[src/rtl/tick_timer_pkg.sv]
package tick_timer_pkg;
  localparam int unsigned ADDR_W   = 8;
  localparam int unsigned DATA_W   = 32;
  localparam logic [ADDR_W-1:0] OFS_CTRL   = 8'h10;
  localparam logic [ADDR_W-1:0] OFS_RELOAD = 8'h14;
  localparam logic [ADDR_W-1:0] OFS_CUR    = 8'h18;
  localparam logic [ADDR_W-1:0] OFS_CAL    = 8'h1C;
  localparam int unsigned BIT_EN    = 0;
  localparam int unsigned BIT_INTEN = 1;
  localparam int unsigned BIT_SRC   = 2;
  localparam int unsigned BIT_FLAG  = 16;

  typedef struct packed {
    logic wr_ctrl;
    logic wr_reload;
    logic wr_cur;
    logic rd_ctrl;
  } bus_op_t;
endpackage

[src/rtl/tick_timer_clksel.sv]
module tick_timer_clksel (
  input  logic core_tick_i,
  input  logic ref_tick_i,
  input  logic src_i,
  output logic tick_o
);
  assign tick_o = src_i ? ref_tick_i : core_tick_i;
endmodule

[src/rtl/tick_timer_regs.sv]
module tick_timer_regs
  import tick_timer_pkg::*;
#(
  parameter int unsigned CNT_W = 24
) (
  input  logic             clk_i,
  input  logic             rst_ni,
  input  bus_op_t          op_i,
  input  logic [2:0]       wctrl_i,
  input  logic [CNT_W-1:0] wreload_i,
  input  logic             expire_i,
  output logic             en_o,
  output logic             inten_o,
  output logic             src_o,
  output logic             flag_o,
  output logic [CNT_W-1:0] reload_o,
  output logic             start_o,
  output logic             tick_req_o
);
  logic en_q, inten_q, src_q, flag_q, req_q;
  logic [CNT_W-1:0] reload_q;
  logic reload_zero;

  assign reload_zero = (reload_q == '0);
  assign start_o     = op_i.wr_ctrl & wctrl_i[0] & ~en_q;

  always_ff @(posedge clk_i or negedge rst_ni) begin
    if (!rst_ni) begin
      en_q     <= 1'b0;
      inten_q  <= 1'b0;
      src_q    <= 1'b0;
      reload_q <= '0;
    end else begin
      if (op_i.wr_ctrl) begin
        en_q    <= wctrl_i[0];
        inten_q <= wctrl_i[1];
        src_q   <= wctrl_i[2];
      end else if (expire_i && reload_zero) begin
        en_q <= 1'b0;  // one-shot stop
      end
      if (op_i.wr_reload) reload_q <= wreload_i;
    end
  end

  // flag: restart clears, expiry sets, control read clears
  always_ff @(posedge clk_i or negedge rst_ni) begin
    if (!rst_ni)            flag_q <= 1'b0;
    else if (op_i.wr_cur)   flag_q <= 1'b0;
    else if (expire_i)      flag_q <= 1'b1;
    else if (op_i.rd_ctrl)  flag_q <= 1'b0;
  end

  always_ff @(posedge clk_i or negedge rst_ni) begin
    if (!rst_ni) req_q <= 1'b0;
    else         req_q <= expire_i & inten_q;
  end

  assign en_o       = en_q;
  assign inten_o    = inten_q;
  assign src_o      = src_q;
  assign flag_o     = flag_q;
  assign reload_o   = reload_q;
  assign tick_req_o = req_q;

  AST_FLAG_ON_EXPIRE: assert property (@(posedge clk_i) disable iff (!rst_ni)
    expire_i |=> flag_q);
  AST_REQ_WITH_FLAG: assert property (@(posedge clk_i) disable iff (!rst_ni)
    $rose(req_q) |-> flag_q);
  AST_RD_CLEARS_FLAG: assert property (@(posedge clk_i) disable iff (!rst_ni)
    (op_i.rd_ctrl && !expire_i && !op_i.wr_cur) |=> !flag_q);
  AST_ZERO_RELOAD_STOP: assert property (@(posedge clk_i) disable iff (!rst_ni)
    (expire_i && reload_zero && !op_i.wr_ctrl) |=> !en_q);
endmodule

[src/rtl/tick_timer_counter.sv]
module tick_timer_counter #(
  parameter int unsigned CNT_W = 24
) (
  input  logic             clk_i,
  input  logic             rst_ni,
  input  logic             en_i,
  input  logic             tick_i,
  input  logic             load_i,
  input  logic [CNT_W-1:0] reload_i,
  output logic [CNT_W-1:0] cur_o,
  output logic             expire_o
);
  logic [CNT_W-1:0] cur_q;

  // expiry is the tick taken while already at zero: reload+1 ticks per period
  assign expire_o = en_i & tick_i & ~load_i & (cur_q == '0);

  always_ff @(posedge clk_i or negedge rst_ni) begin
    if (!rst_ni)              cur_q <= '0;
    else if (load_i)          cur_q <= reload_i;
    else if (expire_o)        cur_q <= reload_i;
    else if (en_i && tick_i)  cur_q <= cur_q - 1'b1;
  end

  assign cur_o = cur_q;

  AST_IDLE_HOLD: assert property (@(posedge clk_i) disable iff (!rst_ni)
    (!en_i && !load_i) |=> $stable(cur_q));
endmodule

[src/rtl/tick_timer.sv]
module tick_timer
  import tick_timer_pkg::*;
#(
  parameter int unsigned CNT_W     = 24,
  parameter int unsigned CAL_VALUE = 10000
) (
  input  logic              clk_i,
  input  logic              rst_ni,
  input  logic              req_i,
  input  logic              we_i,
  input  logic [ADDR_W-1:0] addr_i,
  input  logic [DATA_W-1:0] wdata_i,
  output logic [DATA_W-1:0] rdata_o,
  input  logic              core_tick_i,
  input  logic              ref_tick_i,
  output logic              tick_req_o
);
  localparam int unsigned PAD_W = DATA_W - CNT_W;

  bus_op_t          op;
  logic             en, inten, src, flag, start, tick, expire;
  logic [CNT_W-1:0] reload, cur;
  logic             unused_wdata;

  assign unused_wdata = ^wdata_i[DATA_W-1:CNT_W];

  always_comb begin
    op.wr_ctrl   = req_i &  we_i & (addr_i == OFS_CTRL);
    op.wr_reload = req_i &  we_i & (addr_i == OFS_RELOAD);
    op.wr_cur    = req_i &  we_i & (addr_i == OFS_CUR);
    op.rd_ctrl   = req_i & ~we_i & (addr_i == OFS_CTRL);
  end

  tick_timer_clksel u_clksel (
    .core_tick_i (core_tick_i),
    .ref_tick_i  (ref_tick_i),
    .src_i       (src),
    .tick_o      (tick)
  );

  tick_timer_regs #(.CNT_W(CNT_W)) u_regs (
    .clk_i      (clk_i),
    .rst_ni     (rst_ni),
    .op_i       (op),
    .wctrl_i    (wdata_i[2:0]),
    .wreload_i  (wdata_i[CNT_W-1:0]),
    .expire_i   (expire),
    .en_o       (en),
    .inten_o    (inten),
    .src_o      (src),
    .flag_o     (flag),
    .reload_o   (reload),
    .start_o    (start),
    .tick_req_o (tick_req_o)
  );

  tick_timer_counter #(.CNT_W(CNT_W)) u_counter (
    .clk_i    (clk_i),
    .rst_ni   (rst_ni),
    .en_i     (en),
    .tick_i   (tick),
    .load_i   (start | op.wr_cur),
    .reload_i (reload),
    .cur_o    (cur),
    .expire_o (expire)
  );

  always_comb begin
    rdata_o = '0;
    unique case (addr_i)
      OFS_CTRL: begin
        rdata_o[BIT_EN]    = en;
        rdata_o[BIT_INTEN] = inten;
        rdata_o[BIT_SRC]   = src;
        rdata_o[BIT_FLAG]  = flag;
      end
      OFS_RELOAD: rdata_o = {{PAD_W{1'b0}}, reload};
      OFS_CUR:    rdata_o = en ? {{PAD_W{1'b0}}, cur} : '0;
      OFS_CAL:    rdata_o = DATA_W'(CAL_VALUE);
      default:    rdata_o = '0;
    endcase
  end
endmodule

[config.mk]
export PLATFORM = sky130hd
export DESIGN_NAME = tick_timer
export DESIGN_NICKNAME = d
export VERILOG_FILES = /design/src/rtl/tick_timer_pkg.sv /design/src/rtl/tick_timer_clksel.sv /design/src/rtl/tick_timer_regs.sv /design/src/rtl/tick_timer_counter.sv /design/src/rtl/tick_timer.sv
export SDC_FILE = /design/constraint.sdc
export NUM_CORES = 1
export LEC_CHECK = 0
export ABC_AREA = 1
export BUFFER_PORTS_ARGS = -buffer_cell sky130_fd_sc_hd__buf_2
export CAP_MARGIN = 20
export CORE_AREA = 2 2 120 110
export DETAILED_ROUTE_END_ITERATION = 6
export DIE_AREA = 0 0 122 112
export RECOVER_POWER = 100
export SETUP_SLACK_MARGIN = 0.05
export SYNTH_ARGS = -nofsm -noshare
export SYNTH_HDL_FRONTEND = slang
export SYNTH_SLANG_ARGS = --single-unit
[constraint.sdc]
create_clock -name clk_i -period 2.4 [get_ports clk_i]
set_clock_uncertainty 0.05 [all_clocks]
set_input_delay 0.72 -clock clk_i [delete_from_list [all_inputs] [get_ports clk_i]]
set_output_delay 0.72 -clock clk_i [all_outputs]
set_load 0.01 [all_outputs]
==> results.yml <==
die:
  die_area_um2: 13660
  fp.dieW_um: 122
  die_h_um: 112
  core-area_um2: 12440
  num_io_pins: 79
  rows: 39
  start_util: 0.2936
routing:
  drc: 0
  wl_per_cell_um: 15.74
  antenna_left: 0
  drt_iter0_drc: 239
  avgViaCountPerCell: 4.957
  vias: 3961
  first_pass_iters: 5
  routed_wirelength_mm: 12.58
critical_path:
  cp_data_required_time_ns: 1.63
  cp.buffers_inverters: 5
  reg2reg_to: "u_counter.cur_o[14]"
  critPathTopFamily: "buffers and inverters"
  critPathKind: "primary input to output pin"
  cpMaxStageDelayCell: "nor3_4"
  startpoint: "addr_i[3]"
  crit_chain: "buf_2 -> inv_2 -> nor3_4 -> nand2_2 -> nor2_4 -> buf_12 -> buf_8 -> nand2_1 -> o221ai_2 -> buf_2"
  reg2reg_slack_ns: 0.32
  cp-end-kind: "output pin"
  cp_common_cell: "buf_2"
  r2r_cells: 9
  critPathArrivalTime_ns: 1.93
  reg2reg_from: "u_counter.cur_o[0]"
  cp.depth: 10
  critPathMaxFanout: 6
  cpPeakStageDelay_ns: 0.21
  endpoint: "rdata_o[2]"
  start_kind: "primary input"
logic_synthesis:
  syn_area_per_cell_um2: 6.728
  syn_inst: 543
  synth_xor_area_frac: 0.02158
  synth_edf_count: 0
  synth_area_leaders: "dfrtp_1 (36%), nand2_1 (16%), inv_1 (8.0%)"
  synth_seq_cells: 53
  synth_top_area_cell: "dfrtp_1"
  synth-simple-area-share: 0.3911
  ys_types: 34
  ys.flop_type: "dfrtp_1"
  synth_top_family_by_area: "simple AND/OR/NAND/NOR gates"
  yosysSeqAreaShare: 0.3630
  synthMuxAreaShare: 0
  synth_top_area_share: 0.3630
  ys.warnings.count: 0
  synthArstFlopShare: 1.000
  synthAdderAreaFrac: 0.006849
  syn-cell-area_um2: 3654
  synth_compound_area_frac: 0.08664
global_route:
  grt_max_degree: 49
  grt_overflow: 0
  antenna_found_initial: 0
  grt_pass1_vias: 3892
  groute.usage.overall: 0.1909
  grt_pass1_wl_mm: 20.21
sta:
  holdWs_ns: 0.4692
  timing.final.ws_setup_ns: -0.3005
  finalSetupViolCount: 24
  rsz0062_at_grt: "true"
  final-hold-violation-count: 0
  maxSlewHeadroom: 0.3448
  fin_tns_setup_ns: -6.290
  fin_crit_sh: 1.125
  fin_crit_ns: 2.701
  maxSlewViolCount: 0
  fmax_mhz: 370.3
  worstMarginPinSlew_ns: 0.9827
final_layout:
  drive_above_1_share: 0.2409
  diodes: 0
  mostFrequentLayoutCells: "nand2_1 (156), inv_1 (75), nor2_1 (69)"
  final_common_cell: "nand2_1"
  fin_nets: 682
  final_util: 0.3928
  areaGrowthSynthToFinish_pct: 33.77
  fin_cells: 799
clock_network:
  clock_latency_ns: 0.30
  clockRootBuffer: "clkbuf_16"
  cts.clk_slew.worst_paths_ns: 0.07
  cts_tree: "built"
  hold_buffers: 0
  numCtsBuffers: 5
  clockBufferDepth: 2
  clkSinkCount: 53
  cts_htree_levels: 2
placed_design:
  place_inst: 783
  pre_cts_ws_ns: -0.4504
  dp_hpwl_mm: 9.315
  io_buffers: 62
  place_congestion: 1.023
pwr:
  vdd_drop_max_mv: 0.3539
  pwr_density_cell_nw_per_um2: 853.5
  p_leak_uw: 0.002556
status:
  violations: "negative setup slack"
  outcome: "finished, violations left"
hold_path:
  hold_path.class: "flip-flop to flip-flop"
job:
  drv_cap: 0
layout make-up:
cell class / instances / area [um^2]
multi-input combinational: 391 / 2113
sequential: 53 / 1326
timing repair inverter: 1 / 8.758
inverter: 81 / 319.1
fill: 1305 / 7556
timing repair buffer: 101 / 724.4
clock buffer: 5 / 125.1
tap: 164 / 205.2
clock inverter: 3 / 65.06
sequential cells by signal, summed over array words and instances, names as in the netlist:
register / count
u_counter.cur_o: 24
u_regs.reload_o: 24
u_regs.inten_o: 1
u_regs.en_o: 1
u_regs.src_o: 1
u_regs.tick_req_o: 1
u_regs.flag_o: 1
timing repair:
| item | CTS | global route |
|---|---|---|
| endpoints found under the setup margin | 24 | 35 |
| buffers inserted | 6 | 1 |
| gates cloned | 1 | 0 |
| pin swaps | 4 | 0 |
| resized for setup | 20 | 15 |
worst register-to-register path, delay by kind of cell (launching register included):
family	cells	cell delay, ns
fa+ha+maj	1	0.32
simple gates	6	0.82
flops	1	0.42
xor+xnor	1	0.20
buf+inv	1	0.17
cell usage after synthesis, types with 2 or more instances:
cell type	count
o221ai_1	6
xor2_1	8
nor4_1	4
o21ai_0	6
a21oi_1	26
clkbuf_1	4
nand3_1	38
buf_4	8
nor2_2	3
nand2_1	159
buf_6	4
dfrtp_1	53
nand3b_1	2
inv_1	78
inv_2	2
nor2_1	71
nand4_1	31
ha_1	2
nor2_4	3
buf_2	9
o22ai_1	13
worst min path at each step:
stage	slack, ns	endpoint	cells past startpoint	from
floorplan	0.37	u_counter.cur_o[0]	0	rst_ni
global placement	0.45	u_counter.cur_o[23]	2	u_counter.cur_o[23]
detailed placement	0.46	u_counter.cur_o[23]	2	u_counter.cur_o[23]
CTS	0.33	u_counter.cur_o[9]	1	rst_ni
global route	0.51	u_counter.cur_o[23]	2	u_counter.cur_o[23]
finish	0.47	u_regs.tick_req_o	2	u_regs.inten_o
where the power goes:
group          total (uW)  switching, uW  internal [uW]
Sequential           1250            205           1040
Combinational        1970           1290            679
Clock                 950            353            597
cell families after synthesis:
group | Yosys count
xor+xnor | 9
other cells | 1
buf+inv | 106
simple gates | 318
flops | 53
compound gates | 54
fa+ha+maj | 2
stage by stage:
step,area (um^2),total power [uW]
3_3_place_gp,4507,3118
3_5_place_dp,4507,3152
2_1_floorplan,3851,2698
4_1_cts,4848,4136
6_report,4887,4171
5_1_grt,4887,4536
routing by layer:
layer  vias to the layer above  global-route usage  share of wire
met5                         -                   0              0
met4                         0             0.07050          0.022
met3                        18             0.03535          0.077
met2                       173              0.2950           0.46
met1                      1860              0.2652           0.44
li1                       1910                   -              -
Power figures use the tool's default switching activity.
